## config.mk

```make
export PLATFORM = sky130hd
export DESIGN_NAME = clk_strobe_tree
export DESIGN_NICKNAME = d
export VERILOG_FILES = /design/src/rtl/clk_tree_pkg.sv /design/src/rtl/strobe_div.sv /design/src/rtl/src_track.sv /design/src/rtl/clk_strobe_tree.sv
export SDC_FILE = /design/constraint.sdc
export NUM_CORES = 1
export LEC_CHECK = 0
export BUFFER_PORTS_ARGS = -buffer_cell sky130_fd_sc_hd__buf_2
export CAP_MARGIN = 25
export CORE_ASPECT_RATIO = 0.5
export CORE_MARGIN = 5
export CORE_UTILIZATION = 30
export DETAILED_ROUTE_END_ITERATION = 8
export PLACE_DENSITY = 0.54
export RECOVER_POWER = 100
export SYNTH_ARGS = -nofsm -noshare
export SYNTH_HDL_FRONTEND = slang
export SYNTH_SLANG_ARGS = --single-unit
```

## constraint.sdc

```tcl
create_clock -name clk -period 6.4 [get_ports clk]
set_input_delay 0.64 -clock clk [delete_from_list [all_inputs] [get_ports clk]]
set_output_delay 0.64 -clock clk [all_outputs]
set_load 0.1 [all_outputs]
```

## src/rtl/clk_tree_pkg.sv

```systemverilog
// Package: shared widths, source codes and divider decoders for the strobe tree.
// Assumes the decoders are used with codes no wider than 32 bits.
package clk_tree_pkg;

    localparam int AHB_DW = 10;   // holds the largest AHB divider (512)
    localparam int PB_DW  = 5;    // holds the largest peripheral divider (16)
    localparam int ADC_DW = 4;    // holds the largest ADC divider (8)

    typedef enum logic [1:0] {
        SRC_INT_RC  = 2'd0,
        SRC_EXT_OSC = 2'd1,
        SRC_PLL     = 2'd2,
        SRC_RSVD    = 2'd3
    } src_t;

    // AHB code to divide ratio
    function automatic int unsigned ahb_div_of(input int unsigned c);
        case (c)
            0:       return 1;
            1:       return 2;
            2:       return 4;
            3:       return 8;
            4:       return 16;
            5:       return 64;
            6:       return 128;
            7:       return 256;
            default: return 512;
        endcase
    endfunction

    // Peripheral bus code to divide ratio
    function automatic int unsigned pb_div_of(input int unsigned c);
        case (c)
            0:       return 1;
            1:       return 2;
            2:       return 4;
            3:       return 8;
            default: return 16;
        endcase
    endfunction

    // ADC code to divide ratio (even ratios only)
    function automatic int unsigned adc_div_of(input int unsigned c);
        return (c + 1) * 2;
    endfunction

endpackage

```

## src/rtl/strobe_div.sv

```systemverilog
// Module: strobe_div
// Counts qualifying events and emits a one-cycle strobe on the last event
// of each period, plus a half-period strobe for double-rate consumers.
// Assumes div_req of 0 means 1; the requested ratio is latched in reset and
// again only at the end of each period, so periods are never cut short.
module strobe_div #(
    parameter int W = 8
) (
    input  logic         clk,
    input  logic         rst_n,
    input  logic         ev,
    input  logic [W-1:0] div_req,
    output logic         strobe,
    output logic         mid,
    output logic [W-1:0] div_now
);

    logic [W-1:0] cnt;
    logic [W-1:0] dact;
    logic [W-1:0] req_safe;
    logic         last;

    // Guard against a zero ratio request
    assign req_safe = (div_req == '0) ? W'(1) : div_req;

    // Last event of the running period
    assign last = (cnt == dact - W'(1));

    // Output strobes: end of period and half-period point
    assign strobe  = ev & last;
    assign mid     = ev & (dact > W'(1)) & (cnt == (dact >> 1) - W'(1));
    assign div_now = dact;

    // Event counter with ratio reload only at the period boundary
    always_ff @(posedge clk) begin
        if (!rst_n) begin
            cnt  <= '0;
            dact <= req_safe;
        end else if (ev) begin
            if (last) begin
                cnt  <= '0;
                dact <= req_safe;
            end else begin
                cnt <= cnt + W'(1);
            end
        end
    end


    cnt_range_chk: assert property (@(posedge clk) disable iff (!rst_n)
        cnt < dact);


    div_hold_chk: assert property (@(posedge clk) disable iff (!rst_n)
        ($past(rst_n) && !$past(strobe)) |-> $stable(dact));

endmodule

```

## src/rtl/src_track.sv

```systemverilog
// Module: src_track
// Registers the requested clock source through two stages and flags the
// switchover window; code 3 is ignored and keeps the pending request.
// Assumes the request is already in the system clock domain.
module src_track
    import clk_tree_pkg::*;
(
    input  logic       clk,
    input  logic       rst_n,
    input  logic [1:0] sel_in,
    output logic [1:0] stat,
    output logic       busy
);

    src_t stage_q;
    src_t stat_q;
    src_t eff;

    // Filter out the reserved code
    assign eff = (sel_in == 2'(SRC_RSVD)) ? stage_q : src_t'(sel_in);

    // Switch window: request differs from either stage
    assign busy = (eff != stage_q) || (stage_q != stat_q);
    assign stat = stat_q;

    // Two-stage handshake register
    always_ff @(posedge clk) begin
        if (!rst_n) begin
            stage_q <= SRC_INT_RC;
            stat_q  <= SRC_INT_RC;
        end else begin
            stage_q <= eff;
            stat_q  <= stage_q;
        end
    end


    stat_legal_chk: assert property (@(posedge clk) disable iff (!rst_n)
        stat != 2'(SRC_RSVD));


    stat_move_chk: assert property (@(posedge clk) disable iff (!rst_n)
        ($past(rst_n) && !$stable(stat)) |-> $past(busy));

endmodule

```

## src/rtl/clk_strobe_tree.sv

```systemverilog
// Module: clk_strobe_tree (top)
// Builds the strobe tree: AHB strobe from the system clock, peripheral,
// tick and SD strobes from AHB pulses, ADC strobe from AHB pulses or raw
// cycles, and double-rate timer strobes per peripheral bus.
// Assumes all inputs are synchronous to clk; codes may change at any time.
module clk_strobe_tree
    import clk_tree_pkg::*;
#(
    parameter int AHB_CW = 4,
    parameter int PB_CW  = 3,
    parameter int ADC_CW = 2
) (
    input  logic              clk,
    input  logic              rst_n,
    input  logic [1:0]        src_sel,
    input  logic [AHB_CW-1:0] ahb_code,
    input  logic [PB_CW-1:0]  fast_code,
    input  logic [PB_CW-1:0]  slow_code,
    input  logic [ADC_CW-1:0] adc_code,
    input  logic              adc_from_pll,
    output logic              ahb_en,
    output logic              fast_en,
    output logic              slow_en,
    output logic              fast_tmr_en,
    output logic              slow_tmr_en,
    output logic              tick_en,
    output logic              sd_en,
    output logic              adc_en,
    output logic [1:0]        src_stat,
    output logic              switching,
    output logic              ratio_err
);

    localparam int N_PB       = 2;
    localparam int TICK_RATIO = 8;
    localparam int SD_RATIO   = 2;
    localparam int TK_W       = $clog2(TICK_RATIO) + 1;
    localparam int SD_W       = $clog2(SD_RATIO) + 1;

    logic             run;
    logic             adc_ev;
    logic [PB_CW-1:0] pb_code [N_PB];
    logic [N_PB-1:0]  pb_bus;
    logic [N_PB-1:0]  pb_tmr;

    logic              unused_ahb_mid;
    logic [AHB_DW-1:0] unused_ahb_div;
    logic              unused_tick_mid;
    logic [TK_W-1:0]   unused_tick_div;
    logic              unused_sd_mid;
    logic [SD_W-1:0]   unused_sd_div;
    logic              unused_adc_mid;
    logic [ADC_DW-1:0] unused_adc_div;

    // Source handshake and switchover window
    src_track u_src (
        .clk    (clk),
        .rst_n  (rst_n),
        .sel_in (src_sel),
        .stat   (src_stat),
        .busy   (switching)
    );

    // Root event: every cycle outside reset and switchover
    assign run = rst_n & ~switching;

    // AHB divider on raw cycles
    strobe_div #(.W(AHB_DW)) u_ahb (
        .clk     (clk),
        .rst_n   (rst_n),
        .ev      (run),
        .div_req (AHB_DW'(ahb_div_of(32'(ahb_code)))),
        .strobe  (ahb_en),
        .mid     (unused_ahb_mid),
        .div_now (unused_ahb_div)
    );

    // Peripheral code fan-in for the generate loop
    assign pb_code[0] = fast_code;
    assign pb_code[1] = slow_code;

    // One divider per peripheral bus; timer doubles the rate if ratio > 1
    for (genvar g = 0; g < N_PB; g++) begin : g_pbus
        logic             s_end;
        logic             s_mid;
        logic [PB_DW-1:0] d_now;

        strobe_div #(.W(PB_DW)) u_div (
            .clk     (clk),
            .rst_n   (rst_n),
            .ev      (ahb_en),
            .div_req (PB_DW'(pb_div_of(32'(pb_code[g])))),
            .strobe  (s_end),
            .mid     (s_mid),
            .div_now (d_now)
        );

        assign pb_bus[g] = s_end;
        assign pb_tmr[g] = (d_now == PB_DW'(1)) ? s_end : (s_end | s_mid);
    end

    assign fast_en     = pb_bus[0];
    assign slow_en     = pb_bus[1];
    assign fast_tmr_en = pb_tmr[0];
    assign slow_tmr_en = pb_tmr[1];

    // Fixed tick reference from AHB pulses
    strobe_div #(.W(TK_W)) u_tick (
        .clk     (clk),
        .rst_n   (rst_n),
        .ev      (ahb_en),
        .div_req (TK_W'(TICK_RATIO)),
        .strobe  (tick_en),
        .mid     (unused_tick_mid),
        .div_now (unused_tick_div)
    );

    // Fixed SD-card strobe from AHB pulses
    strobe_div #(.W(SD_W)) u_sd (
        .clk     (clk),
        .rst_n   (rst_n),
        .ev      (ahb_en),
        .div_req (SD_W'(SD_RATIO)),
        .strobe  (sd_en),
        .mid     (unused_sd_mid),
        .div_now (unused_sd_div)
    );

    // ADC count base select
    assign adc_ev = adc_from_pll ? run : ahb_en;

    // ADC divider
    strobe_div #(.W(ADC_DW)) u_adc (
        .clk     (clk),
        .rst_n   (rst_n),
        .ev      (adc_ev),
        .div_req (ADC_DW'(adc_div_of(32'(adc_code)))),
        .strobe  (adc_en),
        .mid     (unused_adc_mid),
        .div_now (unused_adc_div)
    );

    // Ratio check on the programmed codes
    always_comb begin
        ratio_err = ((ahb_div_of(32'(ahb_code)) * pb_div_of(32'(fast_code))) < 32'd2) ||
                    ((ahb_div_of(32'(ahb_code)) * pb_div_of(32'(slow_code))) < 32'd4);
    end


    tick_sub_chk: assert property (@(posedge clk) disable iff (!rst_n)
        tick_en |-> ahb_en);


    sd_sub_chk: assert property (@(posedge clk) disable iff (!rst_n)
        sd_en |-> ahb_en);


    bus_sub_chk: assert property (@(posedge clk) disable iff (!rst_n)
        (fast_en | slow_en) |-> ahb_en);


    quiet_chk: assert property (@(posedge clk) disable iff (!rst_n)
        switching |-> !(ahb_en | fast_en | slow_en | fast_tmr_en | slow_tmr_en |
                        tick_en | sd_en | adc_en));

endmodule

```

# Word-level counts from Yosys, hierarchy flattened
# Memories as Yosys holds them, arrays and structs flattened.
# Index checks and enable logic that the tools add are counted.
# word_totals
regBits,58
romBits,192
input_bits,17
output_inout_bits,12
n_memories,3
# memory_table
memory,depth,width,read_ports,rd_clocked_by_memory_dff,wr,line,text
(no name shown),8,8,1,0,0,clk_tree_pkg.sv:18,case (c)
(no name shown),8,8,1,0,0,clk_tree_pkg.sv:18,
(no name shown),8,8,1,0,0,clk_tree_pkg.sv:18,
# op_classes
addsub,13
n_mul,2
order_cmp,4
eq_ne,26
n_mux,31
bitwise,14
n_reduce_logical,12
# op_table
op,count
32-bit by 32-bit multiplier with 32-bit output,2
32-bit 2-to-1 mux,2
10-bit 2-to-1 mux,6
5-bit 2-to-1 mux,10
5-bit one-hot mux with 4 select lines,2
"32-bit by 2-bit < comparator with 1-bit output, second input constant",1
"32-bit by 3-bit < comparator with 1-bit output, second input constant",1
4-bit 2-to-1 mux,6
5-bit equality test,4
"2-bit by 1-bit != test with 1-bit output, second input constant",7
"3-bit by 2-bit equality test with 1-bit output, second input constant",4
1-bit bitwise AND,11
"10-bit by 1-bit adder with 10-bit output, second input constant",1
"5-bit by 1-bit adder with 5-bit output, second input constant",2
10-bit equality test,1
"5-bit by 1-bit equality test with 1-bit output, second input constant",2
"5-bit by 1-bit > comparator with 1-bit output, second input constant",2
10-bit zero test,1
5-bit zero test,2
"10-bit by 1-bit subtractor with 10-bit output, second input constant",1
"4-bit by 1-bit subtractor with 5-bit output, second input constant",2
"5-bit by 1-bit subtractor with 5-bit output, second input constant",2
"4-bit by 1-bit adder with 4-bit output, second input constant",2
2-bit AND reduction,4
other kinds (16),24

# Longest topological paths before layout
# depth
word_depth,11
ltp_mapped,18
depth_no_buf,17

# By module
# A second synthesis with hierarchy kept.
# hier_totals
cells_unflattened,885
hier_area_um2,7641.1
# by_module_without_submodules
module,instances,cells_per_inst,area_each_um2,seq_area_each_um2
clk_strobe_tree,1,434,3229.3,0.0
strobe_div (u_ahb),1,161,1476.4,500.5
strobe_div (g_pbus[0].u_div ...),2,67,695.7,250.2
strobe_div (u_adc ...),2,56,563.0,200.2
strobe_div (u_sd),1,22,235.2,100.1
src_track,1,22,182.7,80.1

# Least setup slack after synthesis
# No wires, ideal clock.
# synth_path
kind,input to output
startpoint,input port ahb_code[2]
endpoint,output port ratio_err
arrival_time_ns,6.416
slack_ns,-0.656
path_stages,16
path_cell_list,nor2_1 > nand2_1 > inv_1 > nand2_1 > fa_1 > fa_1 > fa_1 > inv_1 > ha_1 > nor2b_1 > o31a_1 > o21a_1 > or3_1 > a21oi_1 > o2111ai_1 > o21ai_0
# synth_via
elab_chain_len,5
# synth_rtl
element,line,text
"start, declared",clk_strobe_tree.sv:16,"input logic [AHB_CW-1:0] ahb_code,"
memory 8 x 8 bit,n/a,
32-bit 2-to-1 mux,clk_tree_pkg.sv:18,
32-bit by 32-bit multiplier with 32-bit output (on tied branches),"clk_strobe_tree.sv:145, clk_strobe_tree.sv:146",
32-bit by 2-bit < comparator with 1-bit output or 32-bit by 3-bit < comparator with 1-bit output (tied branches),"clk_strobe_tree.sv:145, clk_strobe_tree.sv:146",
1-bit logical OR (*),clk_strobe_tree.sv:145,ratio_err = ((ahb_div_of(32'(ahb_code)) * pb_div_of(32'(fast_code))) < 32'd2) ||
"end, declared",clk_strobe_tree.sv:31,output logic ratio_err
# Mark *: on every way between the ends. The rest lies on a longest branch, timed or not.

# Worst setup path after layout
# layout_path
startpoint,input port slow_code[2]
endpoint,output port ratio_err
# layout_via
elab_chain_len,5
# layout_rtl
element,line,text
"start, declared",clk_strobe_tree.sv:18,"input logic [PB_CW-1:0] slow_code,"
3-bit by 2-bit equality test with 1-bit output (tied with other cells),clk_tree_pkg.sv:33,case (c)
5-bit one-hot mux with 4 select lines (*),clk_tree_pkg.sv:33,
32-bit by 32-bit multiplier with 32-bit output (*),clk_strobe_tree.sv:146,((ahb_div_of(32'(ahb_code)) * pb_div_of(32'(slow_code))) < 32'd4);
32-bit by 3-bit < comparator with 1-bit output (*),clk_strobe_tree.sv:146,
1-bit logical OR (*),clk_strobe_tree.sv:145,
# Marks and branches as above.

==> metrics.cfg <==
[status]
status=completed

[global_route]
grt_overflow=0
antenna_found_initial=1
met3_usage_pct=1.60
grtUsageTotal_pct=12.5
use_met2_pct=20.7
grt_pass1_vias=5369
grt_max_degree=25
grtUsageMet1_pct=17.2
grt_pass1_wl_um=25800
top_usage_layer=met2

[critical_path]
crit_end=ratio_err
critPathMaxStageDelay_ns=0.60
crit_buf_inv=4
crit_top_cell=fa_1
cp_num_cells=17
critical_path_class=input port to output pin
crit_fanout=4
cp.arrival_ns=5.50
crit_family=adder cells
worstPathRequired_ns=5.76
end_kind=output pin
startpoint_type=input port
path_cells=buf_2 > or3b_2 > inv_1 > nand2_1 > fa_1 > fa_1 > fa_1 > inv_1 > ha_1 > a211oi_1 > nor3_1 > o41ai_1 > o221ai_1 > xor2_1 > or4_1 > o21ai_1 > buf_12
reg2reg_depth=9
timing.rr.start=u_ahb.div_now[0]
critical-path-slowest-cell=fa_1
r2r_setup_slack_ns=2.51
r2r_end=g_pbus[0].u_div.div_now[4]
cp-startpoint=slow_code[2]

[die]
dieHeight_um=113
dieArea_um2=24500
initial_utilization_pct=30.8
rows=37
ios=29
chipWidth_um=216
core_area_um2=20700

[power_and_ir_drop]
p_per_area_nw_per_um2=154
peakVddDrop_uv=153
netSwitchingFraction_pct=27.0
pwr-share-comb_pct=16.9
switchingPower_mw=0.300
p_clk_share_pct=46.1
pwr-share-seq_pct=36.9
intPower_mw=0.811
power_leakage_nw=3.29

[synth]
synth_flop_cell=dfxtp_1
synthCells=776
synth.lib_cells_used.distinct=69
postSynthAreaPerCell_um2=8.23
synth_nets=907
yosysWarnings=0
mappedNetlistArea_um2=6390
ys_ff_latch=57
ys_seq_area_share_pct=21.5
synth_edf_count=23
synthArstFlopShare_pct=0

[placement]
gp_congestion=0.846
portBuffers=28
placed_cells=1078
dp_hpwl_um=12200

[timing]
final-max-slew-violation-count=0
fin_crit_sh_pct=96.0
fin_crit_ns=6.14
skew_ns=0.00756
hold_violations=0
tightest_slew_ns=1.18
totalNegativeSetupSlack_ns=0
relSlewSlack_pct=21.7
max_clock_freq_ghz=0.163
setup_viol=0
rsz0062_at_grt=no

[detailed_routing]
drc=0
firstDrtPassIters=5
wl_per_cell_um=13.7
antenna_left=0
drtIter0Drc=323
vias_per_cell=4.91
vias=5375
wirelength_um=15000

[clock_network]
clk_latency_ns=0.32
clockBufferDepth=2
cts.sinks=57
clk_pin_slew_ns=0.05
htree_levels=3
postCtsHoldBufs=0
root_buffer=clkbuf_16
cts_buffers=9
cts_tree=done
ctsResizeCount=0
cts_setup_buffers=0

[cells_and_area]
final-seq-area_um2=1370
final_common_cell=inv_1
fillCellCount=2173
area_growth_pct=13.1
layout_common_cells=inv_1, nor2_1, nand2_1
multi_input_area_um2=4560
fin_cells=1095
drive_above_1_share_pct=6.33
fin_nets=947

[run]
maxCapViolCount=0

[worst_hold_path]
hp-class=flip-flop to flip-flop

worst register-to-register path, delay by kind of cell (launching register included):
kind                       cells  cell delay (ns)
DFF                            1             0.46
buffers and inverters          2             0.56
AOI/OAI and AO/OA              3             1.57
xor gates and xnor gates       1             0.12
and+or+nand+nor                2             0.60
adders and majority gates      1             0.20
metal layers:
layer,vias up,wire length [um]
met5,-,0
met4,0,225
met3,14,438
met2,77,6760
met1,2543,7580
li1,2741,-
through the flow:
step | hold slack [ns] | setup WS [ns] | utilization (%) | power, mW | instance area [um2]
2_1_floorplan | 0.439 | 0.0900 | - | 0.551 | 6390
3_3_place_gp | 0.447 | 0.321 | 33.5 | 0.605 | 6940
3_5_place_dp | 0.456 | 0.274 | 33.5 | 0.609 | 6950
4_1_cts | 0.464 | 0.248 | 35.1 | 1.12 | 7270
5_1_grt | 0.490 | 0.0455 | 34.8 | 1.16 | 7220
6_report | 0.459 | 0.255 | 34.8 | 1.11 | 7220
cell usage after synthesis (3+ instances only):
cell type  count  share of area, %
nand2b_1       3              0.29
a211o_1        3              0.41
nand2_1       82               4.8
o2111ai_1      4              0.55
xor2_1        30               4.1
a21boi_0       4              0.47
or4_1          3              0.35
nand4_1       16               1.6
or3_1          8              0.78
inv_1         96               5.6
and2_1        14               1.4
o21ai_0       27               2.1
a21oi_1       26               2.0
nor4_1         5              0.49
nor3_1        16               1.3
o22ai_1        3              0.29
mux2i_1       10               1.6
and3_1        11               1.1
clkbuf_1      15              0.88
nor3b_1        3              0.35
nand3b_1      10               1.2
o221ai_1       3              0.41
dfxtp_1       34                11
nor2_1        88               5.2
nand3_1       24               1.9
nor2b_1       18               1.8
edfxtp_1      23                11
o211ai_1       3              0.35
fa_1          37                12
a32o_1         3              0.47
ha_1          77                15
o21a_1         8              0.94
xnor2_1       21               2.9
worst min path at each step:
stage                start           to  slack, ns  cells after the start
2_1_floorplan  u_sd.cnt[0]  u_sd.cnt[0]       0.44                      1
3_3_place_gp   u_sd.cnt[0]  u_sd.cnt[0]       0.45                      1
3_5_place_dp   u_sd.cnt[0]  u_sd.cnt[0]       0.46                      1
4_1_cts        u_sd.cnt[0]  u_sd.cnt[0]       0.46                      1
5_1_grt        u_sd.cnt[0]  u_sd.cnt[0]       0.49                      1
6_report       u_sd.cnt[0]  u_sd.cnt[0]       0.46                      1
power by group through the flow:
stage	Clock, mW	Combinational (mW)	Sequential (mW)
floorplan	0	0.136	0.415
detailed placement	0	0.191	0.417
global placement	0	0.188	0.417
global route	0.541	0.210	0.413
finish	0.513	0.188	0.410
CTS	0.522	0.192	0.410
sequential cells by signal (all words and copies together) (netlist names):
| register | count |
|---|---|
| g_pbus.u_div.cnt | 10 |
| g_pbus.u_div.div_now | 10 |
| u_adc.cnt | 4 |
| u_adc.div_now | 4 |
| u_ahb.cnt | 10 |
| u_ahb.div_now | 9 |
| u_sd.cnt | 2 |
| u_src.stage_q | 2 |
| u_src.stat | 2 |
| u_tick.cnt | 4 |
layout make-up:
type / instances / share of cell area (%)
Inverter: 98 / 5.09
Clock inverter: 4 / 0.641
Sequential cell: 57 / 19.0
Clock buffer: 12 / 3.86
Tap cell: 273 / 4.73
Timing Repair Buffer: 45 / 3.48
Antenna cell: 1 / 0.0346
Multi-Input combinational cell: 605 / 63.2
kinds of logic (layout without fill, tap and decap cells):
kind of cell	after synthesis	count (layout)	synth area share (%)
adders and majority gates	114	114	26.7
DFF	57	57	21.5
muxes	11	11	1.74
xor gates and xnor gates	51	51	6.99
buffers and inverters	114	159	6.72
and+or+nand+nor	316	316	24.3
AOI/OAI and AO/OA	112	112	12.0
other	1	2	0.0587
(Power assumes the default switching activity.)
